`src/rtl/irq_latch_pkg.sv`:
```
package irq_latch_pkg;
  localparam logic [7:0] OFS_EVENT = 8'h20;
  localparam logic [7:0] OFS_MASK  = 8'h24;
  localparam logic [7:0] OFS_CLEAR = 8'h28;
  localparam logic [7:0] OFS_LEVEL = 8'h2C;

  typedef enum logic [2:0] {
    SEL_EVENT,
    SEL_MASK,
    SEL_CLEAR,
    SEL_LEVEL,
    SEL_NONE
  } reg_sel_e;

  function automatic reg_sel_e decode_ofs(input logic [7:0] ofs);
    case (ofs)
      OFS_EVENT: decode_ofs = SEL_EVENT;
      OFS_MASK:  decode_ofs = SEL_MASK;
      OFS_CLEAR: decode_ofs = SEL_CLEAR;
      OFS_LEVEL: decode_ofs = SEL_LEVEL;
      default:   decode_ofs = SEL_NONE;
    endcase
  endfunction
endpackage

```
`src/rtl/irq_line_sync.sv`:
```
module irq_line_sync #(
  parameter int N_SRC  = 32,
  parameter int STAGES = 2
) (
  input  logic             clk,
  input  logic             rst_n,
  input  logic [N_SRC-1:0] async_i,
  output logic [N_SRC-1:0] sync_o
);
  logic [N_SRC-1:0] stage_q [STAGES];

  always_ff @(posedge clk or negedge rst_n) begin
    if (!rst_n) stage_q[0] <= '0;
    else        stage_q[0] <= async_i;
  end

  for (genvar s = 1; s < STAGES; s++) begin : g_stage
    always_ff @(posedge clk or negedge rst_n) begin
      if (!rst_n) stage_q[s] <= '0;
      else        stage_q[s] <= stage_q[s-1];
    end
  end

  assign sync_o = stage_q[STAGES-1];
endmodule

```
`src/rtl/irq_event_latch.sv`:
```
module irq_event_latch #(
  parameter int N_SRC = 32
) (
  input  logic             clk,
  input  logic             rst_n,
  input  logic [N_SRC-1:0] level_i,
  input  logic             clr_we_i,
  input  logic [N_SRC-1:0] clr_mask_i,
  output logic [N_SRC-1:0] rise_o,
  output logic [N_SRC-1:0] event_o
);
  logic [N_SRC-1:0] prev_q;
  logic [N_SRC-1:0] event_q, event_d;
  logic [N_SRC-1:0] kill;

  assign rise_o = level_i & ~prev_q;

  always_comb begin
    kill    = clr_we_i ? clr_mask_i : '0;
    event_d = (event_q & ~kill) | rise_o;
  end

  always_ff @(posedge clk or negedge rst_n) begin
    if (!rst_n) begin
      prev_q  <= '0;
      event_q <= '0;
    end else begin
      prev_q  <= level_i;
      event_q <= event_d;
    end
  end

  assign event_o = event_q;
endmodule

```
`src/rtl/irq_reg_file.sv`:
```
module irq_reg_file
  import irq_latch_pkg::*;
#(
  parameter int N_SRC  = 32,
  parameter int REG_W  = 32
) (
  input  logic             clk,
  input  logic             rst_n,
  input  logic             wr_i,
  input  logic             rd_i,
  input  logic [7:0]       addr_i,
  input  logic [REG_W-1:0] wdata_i,
  input  logic [N_SRC-1:0] event_i,
  input  logic [N_SRC-1:0] level_i,
  output logic [N_SRC-1:0] mask_o,
  output logic             clr_we_o,
  output logic [N_SRC-1:0] clr_mask_o,
  output logic [REG_W-1:0] rdata_o
);
  reg_sel_e         sel;
  logic [N_SRC-1:0] mask_q, mask_d;
  logic             mask_en;
  logic [REG_W-1:0] rdata_q, rdata_d;

  assign sel = decode_ofs(addr_i);

  always_comb begin
    mask_en = wr_i && (sel == SEL_MASK);
    mask_d  = wdata_i[N_SRC-1:0];
  end

  always_comb begin
    rdata_d = '0;
    case (sel)
      SEL_EVENT: rdata_d[N_SRC-1:0] = event_i;
      SEL_MASK:  rdata_d[N_SRC-1:0] = mask_q;
      SEL_LEVEL: rdata_d[N_SRC-1:0] = level_i;
      default:   rdata_d = '0;
    endcase
  end

  always_ff @(posedge clk or negedge rst_n) begin
    if (!rst_n)       mask_q <= '0;
    else if (mask_en) mask_q <= mask_d;
  end

  always_ff @(posedge clk or negedge rst_n) begin
    if (!rst_n)    rdata_q <= '0;
    else if (rd_i) rdata_q <= rdata_d;
  end

  assign clr_we_o   = wr_i && (sel == SEL_CLEAR);
  assign clr_mask_o = wdata_i[N_SRC-1:0];
  assign mask_o     = mask_q;
  assign rdata_o    = rdata_q;
endmodule

```
`src/rtl/irq_latch_regs.sv`:
```
module irq_latch_regs #(
  parameter int N_SRC     = 32,
  parameter int SYNC_STG  = 2
) (
  input  logic        clk,
  input  logic        rst_n,
  input  logic [31:0] irq_lines_i,
  input  logic        reg_wr_i,
  input  logic        reg_rd_i,
  input  logic [7:0]  reg_addr_i,
  input  logic [31:0] reg_wdata_i,
  output logic [31:0] reg_rdata_o,
  output logic        irq_req_o
);
  localparam int REG_W = 32;

  logic [1:0]       rst_pipe_q;
  logic             rst_n_sync;
  logic [N_SRC-1:0] level_q;
  logic [N_SRC-1:0] rise_pulse;
  logic [N_SRC-1:0] state_q;
  logic [N_SRC-1:0] enable_q;
  logic             clr_we;
  logic [N_SRC-1:0] clr_mask;

  always_ff @(posedge clk or negedge rst_n) begin
    if (!rst_n) rst_pipe_q <= '0;
    else        rst_pipe_q <= {rst_pipe_q[0], 1'b1};
  end
  assign rst_n_sync = rst_pipe_q[1];

  irq_line_sync #(.N_SRC(N_SRC), .STAGES(SYNC_STG)) u_sync (
    .clk     (clk),
    .rst_n   (rst_n_sync),
    .async_i (irq_lines_i[N_SRC-1:0]),
    .sync_o  (level_q)
  );

  irq_event_latch #(.N_SRC(N_SRC)) u_latch (
    .clk        (clk),
    .rst_n      (rst_n_sync),
    .level_i    (level_q),
    .clr_we_i   (clr_we),
    .clr_mask_i (clr_mask),
    .rise_o     (rise_pulse),
    .event_o    (state_q)
  );

  irq_reg_file #(.N_SRC(N_SRC), .REG_W(REG_W)) u_regs (
    .clk        (clk),
    .rst_n      (rst_n_sync),
    .wr_i       (reg_wr_i),
    .rd_i       (reg_rd_i),
    .addr_i     (reg_addr_i),
    .wdata_i    (reg_wdata_i),
    .event_i    (state_q),
    .level_i    (level_q),
    .mask_o     (enable_q),
    .clr_we_o   (clr_we),
    .clr_mask_o (clr_mask),
    .rdata_o    (reg_rdata_o)
  );

  assign irq_req_o = |((state_q | level_q) & enable_q);
endmodule

```
`config.mk`:
```
export PLATFORM = sky130hd
export DESIGN_NAME = irq_latch_regs
export DESIGN_NICKNAME = d
export VERILOG_FILES = /design/src/rtl/irq_latch_pkg.sv /design/src/rtl/irq_line_sync.sv /design/src/rtl/irq_event_latch.sv /design/src/rtl/irq_reg_file.sv /design/src/rtl/irq_latch_regs.sv
export SDC_FILE = /design/constraint.sdc
export NUM_CORES = 1
export LEC_CHECK = 0
export BUFFER_PORTS_ARGS = -buffer_cell sky130_fd_sc_hd__clkbuf_2
export CAP_MARGIN = 5
export CORE_ASPECT_RATIO = 1.75
export CORE_MARGIN = 2
export CORE_UTILIZATION = 40
export CTS_CLUSTER_DIAMETER = 60
export CTS_CLUSTER_SIZE = 20
export DETAILED_ROUTE_END_ITERATION = 10
export SETUP_SLACK_MARGIN = 0.5
export SYNTH_ARGS = -nofsm -noshare
export SYNTH_HDL_FRONTEND = slang
export SYNTH_SLANG_ARGS = --single-unit
```
`constraint.sdc`:
```
create_clock -name clk -period 8.7 [get_ports clk]
set_clock_uncertainty 0.2 [all_clocks]
set_input_delay 1.74 -clock clk [delete_from_list [all_inputs] [get_ports clk]]
set_output_delay 1.74 -clock clk [all_outputs]
set_load 0.02 [all_outputs]
```
== Word-level counts from Yosys, hierarchy flattened ==
Index checks and enable logic that the tools add are counted.
Storage, ports and cells
  register bits after elaboration: 194
  output and inout port bits: 33
Operators by class
  equal/unequal tests: 7
  multiplexer cells: 3
  bitwise logic cells: 7
  reductions and logical operators: 4
Operators with widths (number)
  $and 32x32->32: 3
  $pmux 32 s3: 1
  $not 32->32: 2
  $or 32x32->32: 2
  $eq 8x6->1 const B: 4
  $mux 32: 1
  $reduce_or 32->1: 1
  $pmux 3 s4: 1
  $eq 3x2->1 const B: 2
  $eq 3x1->1 const B: 1
  $logic_not 3->1: 1
  $logic_and 1x1->1: 2

== Logic depth before layout (Yosys ltp) ==
Gate-level depths: netlist of run 1.
  word-level depth: 8
  depth in mapped cells: 6
  depth with buffers taken out: 4

== By module ==
Synthesis of run 1 repeated with hierarchy kept, for this count alone.
Unflattened totals
  cell total of the unflattened synthesis: 591
  area, all modules: 7746.2 um^2
By module, submodules not included
  irq_reg_file: instances 1, cells an instance 286, area an instance 3424.5 um^2, sequential area each 1601.5 um^2
  irq_event_latch: instances 1, cells an instance 163, area an instance 2195.9 um^2, sequential area each 1601.5 um^2
  irq_line_sync: instances 1, cells an instance 96, area an instance 1841.8 um^2, sequential area each 1601.5 um^2
  irq_latch_regs: instances 1, cells an instance 46, area an instance 284.0 um^2, sequential area each 50.0 um^2

== Least setup slack after synthesis of run 1 ==
No wires, ideal clock.
  path type: input -> register
  start point: input reg_addr_i[4]
  end point: register u_latch.event_q[10] (netlist: u_latch.event_o[10])
  library setup time: 0.121 ns
  arrival time: 3.049 ns
  setup slack: 5.330 ns
  stages on the path: 5
  buffers on the path: 1
  cells stage by stage: or4b_4 -> nor4_4 -> buf_6 -> nand2_1 -> a22o_1
On the way
  longest elaborated chain between the ends: 8
  elaborated cells on any way between the ends: 11
  those cells by class: 5 x eq/ne; 2 x mux; 3 x bitwise; 1 x reduce/logical
RTL lines
  from (decl): RTL line irq_latch_regs.sv:10  | input logic [7:0] reg_addr_i,
  $eq 8x6->1: RTL line irq_latch_pkg.sv:16  | case (ofs)
  $pmux 3 s4 *: RTL line irq_latch_pkg.sv:16
  $eq 3x2->1 *: RTL line irq_reg_file.sv:52  | assign clr_we_o = wr_i && (sel == SEL_CLEAR);
  $logic_and 1x1->1 *: RTL line irq_reg_file.sv:52
  $mux 32 *: RTL line irq_event_latch.sv:19  | kill = clr_we_i ? clr_mask_i : '0;
  $not 32->32 *: RTL line irq_event_latch.sv:20  | event_d = (event_q & ~kill) | rise_o;
  $and 32x32->32 *: RTL line irq_event_latch.sv:20
  $or 32x32->32 *: RTL line irq_event_latch.sv:20
  named net u_latch.event_d[10]: RTL line irq_event_latch.sv:13  | logic [N_SRC-1:0] event_q, event_d;
  to (signal assigned): RTL line irq_event_latch.sv:29  | event_q <= event_d;
  to (decl): RTL line irq_event_latch.sv:13
The timed path passes the listed nets; every way through them passes the cells marked *.
A chain may end at the register's enable or synchronous reset.

== Final worst setup path of run 1 ==
  start point: register u_sync.stage_q (netlist bit u_sync.sync_o[15])
  end point: output irq_req_o
On the way
  longest elaborated chain between the ends: 3
RTL lines
  from (decl): RTL line irq_line_sync.sv:10  | logic [N_SRC-1:0] stage_q [STAGES];
  from (signal, indexed assignment): RTL line irq_line_sync.sv:20  | else stage_q[s] <= stage_q[s-1];
  $or 32x32->32: RTL line irq_latch_regs.sv:64  | assign irq_req_o = |((state_q | level_q) & enable_q);
  $and 32x32->32: RTL line irq_latch_regs.sv:64
  $reduce_or 32->1: RTL line irq_latch_regs.sv:64
  to (decl): RTL line irq_latch_regs.sv:13  | output logic irq_req_o
No other way between the ends.

==> results.cfg, run 1 <==
[status]
run_status = complete, no violations

[worst_setup_path]
end_kind = output pin
worstPathRequired_ns = 6.76
r2r_cells = 2
start_kind = register
worst-setup-path-type = register to output pin
r2r-end = u_latch.event_o[13]
reg2reg_from = rst_pipe_q[1]
arrival_ns = 1.93
r2r_slack_ns = 5.99
worstPathMaxFanout = 4
critical_path.startpoint = u_sync.sync_o[15]
crit_end = irq_req_o

[synth]
synthMuxAreaShare_pct = 10.6
synthSimpleGateAreaFrac_pct = 3.88
synthXorXnorAreaFrac_pct = 0
synth_warnings = 0
synth_flop_cell = dfrtp_1
synth_edf_count = 0
ys_ff_latch = 194
async_flop_share_pct = 100
netlist_instances = 527
netlist_area_um2 = 7150
synthAdderAreaFrac_pct = 0
synth-compound-area-share_pct = 12.3
synth_fp_nets = 603
yosysSeqAreaShare_pct = 67.9
yosysUniqueCellTypes = 23
synth_top_family_by_area = compound AO/OA/AOI/OAI gates
avgSynthCellArea_um2 = 13.6

[clock_tree]
post_cts_resized = 0
cts_buffer_depth = 2
cts_root_buf = clkbuf_16
h-tree-depth = 4
path_clk_slew_ns = 0.07
cts_tree = done
postCtsSetupRepairBufs = 0
clock_sinks = 194
clock_latency_ns = 0.43
postCtsHoldBufs = 0
cts_made_buffers = 17

[min_path]
hold_class = register to register

[die]
start_util_pct = 40.8
rows = 64
core_um2 = 17500
fp.dieH_um = 181
io_pins = 109
dieWidth_um = 105
die-area_um2 = 19000

[power]
powerDensity_nw_per_um2 = 215
internal-power_mw = 1.40
vdd_ir_drop_max_mv = 0.0971
clkPwrFrac_pct = 41.5
p_sw_share_pct = 22.8
seqPwrFrac_pct = 52.8
p_leak_nw = 4.05
p_sw_mw = 0.414
combPwrFrac_pct = 5.7

[cells_and_area]
nFillCells = 1579
final_common_cell = dfrtp_1
syn_to_final_growth_pct = 18.2
mostFrequentLayoutCells = dfrtp_1 (193), clkbuf_2 (108), inv_1 (65)
n_antenna_cell = 0
final_area_um2 = 8450
drive_gt1_share_pct = 32.9
utilization_pct = 48.2
final_cell_count_no_fill = 875
finalNetCount = 710

[place]
dp.final_hpwl_um = 10700
place_ws_ns = 4.54
gp_congestion = 0.796
placed_cells = 846
place.port_buffers = 108
placed_cell_area_um2 = 7890

[grt]
grt_first_pass_wirelength_um = 26100
grt_max_degree = 73
antenna_found_initial = 0
grt_pass1_vias = 4873
grt.overflow.total = 0
grt_util_all_layers_pct = 17.9

[timing]
max_clock_freq_mhz = 258
maxSlewHeadroom_pct = 27.6
worst_slew_pin_slew_ns = 1.09
final.setup.tns_ns = 0
setup_viol = 0
period_minus_slack_ns = 3.87
post-route-period-util_pct = 44.5
drv_slew = 0
fin_ws_ns = 4.83
finalHoldViolCount = 0
rsz0062_at_grt = false

[routing]
detail-route-antenna-nets = 0
routed_via_density = 5.14
wl_per_cell_um = 18.6
vias = 4499
drc = 0
wl_um = 16200
first_pass_iters = 4
dr.first_iter.drc_count = 203

[flow_run]
max_cap_viol_count = 0
## cell usage after synthesis (all sizes together), types with 2 or more instances
cell type    n  area share [%]
nand2       33             1.7
mux2        64              11
a22o        32             3.9
o22ai       32             2.8
inv         65             3.4
dfrtp      194              68
o21ai       32             2.2
nor2         2            0.21
buf         10             1.2
clkbuf      14            0.73
nand4        8            0.70
a22oi       32             3.4
nor4         3            0.47
## registers in the layout (all words and copies together), names as in the netlist
register,count
u_regs.rdata_o,32
u_latch.prev_q,32
u_sync.sync_o,32
u_latch.event_o,32
u_sync.stage_q,32
rst_pipe_q,2
u_regs.mask_o,32
## worst max-delay path, stage by stage, from the launching register on
cell,delay [ns]
dfrtp_1,0.41
o21ai_0,0.31
nand4_1,0.19
nor4_1,0.29
nand2_1,0.13
clkbuf_2,0.18
## per-stage QoR
step | total power, mW | hold slack (ns)
5_1_grt | 1.88 | 0.152
2_1_floorplan | 1.03 | 0.131
4_1_cts | 1.83 | 0.151
3_3_place_gp | 1.08 | 0.133
3_5_place_dp | 1.08 | 0.136
6_report | 1.81 | 0.147
## worst min-delay path by stage
stage	start	endpoint	slack [ns]	cells past startpoint
after floorplan	rst_pipe_q[0]	rst_pipe_q[1]	0.13	0
after global placement	u_sync.stage_q[48]	u_sync.sync_o[16]	0.13	0
after detailed placement	u_sync.stage_q[52]	u_sync.sync_o[20]	0.14	0
after CTS	u_sync.stage_q[53]	u_sync.sync_o[21]	0.15	0
after global routing	u_sync.stage_q[62]	u_sync.sync_o[30]	0.15	0
final	u_sync.stage_q[48]	u_sync.sync_o[16]	0.15	0
## layout make-up
| cell class | count | area [um^2] | share of cell area, % |
|---|---|---|---|
| Clock buffer | 17 | 425 | 5.03 |
| Clock inverter | 12 | 138 | 1.63 |
| Inverter | 65 | 244 | 2.89 |
| Multi-Input combinational cell | 244 | 1930 | 22.8 |
| Sequential cell | 194 | 4860 | 57.5 |
| Tap cell | 231 | 289 | 3.42 |
| Timing Repair Buffer | 112 | 571 | 6.75 |
## power groups by stage
stage	sequential [mW]	combinational, mW	clock, mW
floorplan	0.975	0.0541	0
global placement	0.973	0.103	0
detailed placement	0.975	0.106	0
CTS	0.958	0.106	0.769
global route	0.962	0.115	0.806
finish	0.958	0.104	0.752
## layer usage
layer / vias up / track usage [%] / part of all wire (%)
li1: 2047 / - / -
met1: 2329 / 21.1 / 40
met2: 97 / 31.7 / 54
met3: 26 / 3.25 / 3.0
met4: 0 / 7.68 / 2.4
met5: - / 0 / 0
## kinds of logic after synthesis
kind of cell    count (synthesis)
compound gates                128
buf+inv                        89
flops                         194
mux                            64
other cells                     1
simple gates                   51
Power figures use the tool's default switching activity.
==> run 2: changes to the inputs <==
Settings changed: ABC_AREA from default to 1.
Clock period 8.7 ns to 3.11 ns, I/O delays scaled along.
==> results.cfg, run 2 <==
[status]
run_status = complete, no violations

[synth]
async_flop_share_pct = 100
netlist_top_cells_count = nand2_1 (218), dfrtp_1 (194), nand3_1 (128)
synthXorXnorAreaFrac_pct = 0
yosys.area.top_type = dfrtp_1
synth_fp_nets = 840
synth-compound-area-share_pct = 6.51
synth_warnings = 0
synthAdderAreaFrac_pct = 0
ys_ff_latch = 194
avgSynthCellArea_um2 = 9.66
synth_top_family_by_area = simple AND/OR/NAND/NOR gates
yosysUniqueCellTypes = 19
synth_edf_count = 0
synth_flop_cell = dfrtp_1
netlist.area_leader.share_pct = 65.8
synthSimpleGateAreaFrac_pct = 21.1
synth_top_cells_by_area = dfrtp_1 (66%), nand2_1 (11%), nand3_1 (8.7%), inv_1 (3.5%), o21ai_0 (3.4%)
synth_most_common_cell = nand2_1
synthMuxAreaShare_pct = 0
netlist_area_um2 = 7380
yosysSeqAreaShare_pct = 65.8
netlist_instances = 764

[power]
p_leak_nw = 4.43
powerDensity_nw_per_um2 = 579
vdd_ir_drop_max_mv = 0.404

[cells_and_area]
multi_input_area_um2 = 2070
seq_area_um2 = 4860
mostFrequentLayoutCells = nand2_1 (218), dfrtp_1 (193), nand3_1 (128)
final_cell_count_no_fill = 1121
syn_to_final_growth_pct = 19.1
final_common_cell = nand2_1
finalNetCount = 950
final_area_um2 = 8790
drive_gt1_share_pct = 19.4
nFillCells = 1758
n_antenna_cell = 0

[worst_setup_path]
r2r_cells = 1
start_kind = register
reg2reg_from = rst_pipe_q[1]
cp_cell_sequence = o21ai_0 > nand2_1 > nor2_1 > nand2_1 > nor2_2 > nand2_1 > clkbuf_2
end_kind = output pin
cp_common_cell = nand2_1
r2r-end = u_regs.mask_o[14]
worstPathMaxFanout = 4
worstPathRequired_ns = 2.29
max_stage_delay_ns = 0.42
worst-setup-path-type = register to output pin
crit_path_top_delay_cell = dfrtp_1
arrival_ns = 1.68
r2r_slack_ns = 1.91

[grt]
grt_max_degree = 90
grt.overflow.total = 0
grt_util_all_layers_pct = 18.3
grt_pass1_vias = 5423
grt_first_pass_wirelength_um = 27500
antenna_found_initial = 0

[routing]
dr.first_iter.drc_count = 309
routed_via_density = 4.85
wl_um = 16700
vias = 5432
wl_per_cell_um = 14.9
drc = 0
first_pass_iters = 4
detail-route-antenna-nets = 0

[timing]
finalHoldViolCount = 0
setup_viol = 0
post-route-period-util_pct = 80.3
period_minus_slack_ns = 2.50
drv_slew = 0
rsz0062_at_grt = false
worst_slew_pin_slew_ns = 0.726
final.setup.tns_ns = 0
maxSlewHeadroom_pct = 51.6
max_clock_freq_mhz = 400

[die]
core_um2 = 18100
rows = 65
dieWidth_um = 107
start_util_pct = 40.9
fp.dieH_um = 184
io_pins = 109
die-area_um2 = 19600

[place]
placed_cells = 1086
place.port_buffers = 108
dp.final_hpwl_um = 10900
placed_cell_area_um2 = 8170
gp_congestion = 0.793

[clock_tree]
clock_latency_ns = 0.43
cts_tree = done
path_clk_slew_ns = 0.07
clock_sinks = 194
cts_buffer_depth = 2
cts_made_buffers = 17
cts_root_buf = clkbuf_16
h-tree-depth = 4

[flow_run]
max_cap_viol_count = 0

[min_path]
hold_class = register to async pin
run 2: cell types whose count changed after synthesis, sizes merged, moves of 8 or more:
cell	before	now
nor2	2	15
nand2	33	220
o21ai	32	96
o22ai	32	0
a22o	32	0
a22oi	32	0
nand3	1	128
clkbuf	14	6
mux2	64	0
buf	10	30
run 2: metrics by stage:
stage	power, mW	util, %	setup slack [ns]	hold WS (ns)
final	5.09	48.7	0.611	0.0243
after global placement	2.99	45.3	0.861	0.0397
after floorplan	2.85	-	0.926	0.126
after global routing	5.31	48.7	0.502	0.0490
after CTS	5.15	48.5	0.515	0.0394
after detailed placement	2.99	45.3	0.804	0.0370
run 2: logic make-up after synthesis:
logic type	after synthesis
simple gates	365
flops	194
buf+inv	108
compound gates	96
other cells	1
run 2: metal layers:
layer	global-route usage, %	wire, um	vias to the layer above
met5	0	0	-
met4	8.26	350	0
met3	3.83	653	23
met2	30.2	8510	129
met1	23.2	7170	2620
li1	-	-	2660
run 2: repair_timing:
action / in CTS / in global routing
gates resized for setup: 1 / 14
hold buffers: 1 / 0
endpoints found under the hold margin: 2 / 0
endpoints found under the setup margin: 1 / 1
setup buffers: 0 / 2
run 2: area by class of cell:
type	count	share of cell area, %
flip-flops and latches	194	55.3
multi-input cells	462	23.6
repair buffers	127	8.09
clock buffers	23	5.55
well taps	234	3.33
inverters	72	3.08
clock inverters	9	1.08
run 2: how the worst max path moves through the flow:
stage	to	start	slack, ns
after global placement	u_regs.rdata_o[25]	reg_addr_i[4]	0.86
after CTS	irq_req_o	u_sync.sync_o[24]	0.51
after global routing	irq_req_o	u_sync.sync_o[16]	0.50
after detailed placement	u_regs.rdata_o[12]	reg_addr_i[4]	0.80
final	irq_req_o	u_sync.sync_o[31]	0.61
after floorplan	u_latch.event_o[0]	rst_pipe_q[1]	0.93
run 2: power breakdown:
| group | total [mW] | switching (mW) | internal (mW) |
|---|---|---|---|
| Combinational | 0.243 | 0.158 | 0.0853 |
| Clock | 2.15 | 0.943 | 1.20 |
| Sequential | 2.70 | 0.0696 | 2.63 |
| Total | 5.09 | 1.17 | 3.92 |
run 2: critical path, delay by kind of cell (launching register included):
kind / cells / cell delay, ns
AO/OA/AOI/OAI: 1 / 0.21
buffers and inverters: 1 / 0.16
flip-flops: 1 / 0.42
AND/OR/NAND/NOR: 5 / 0.45
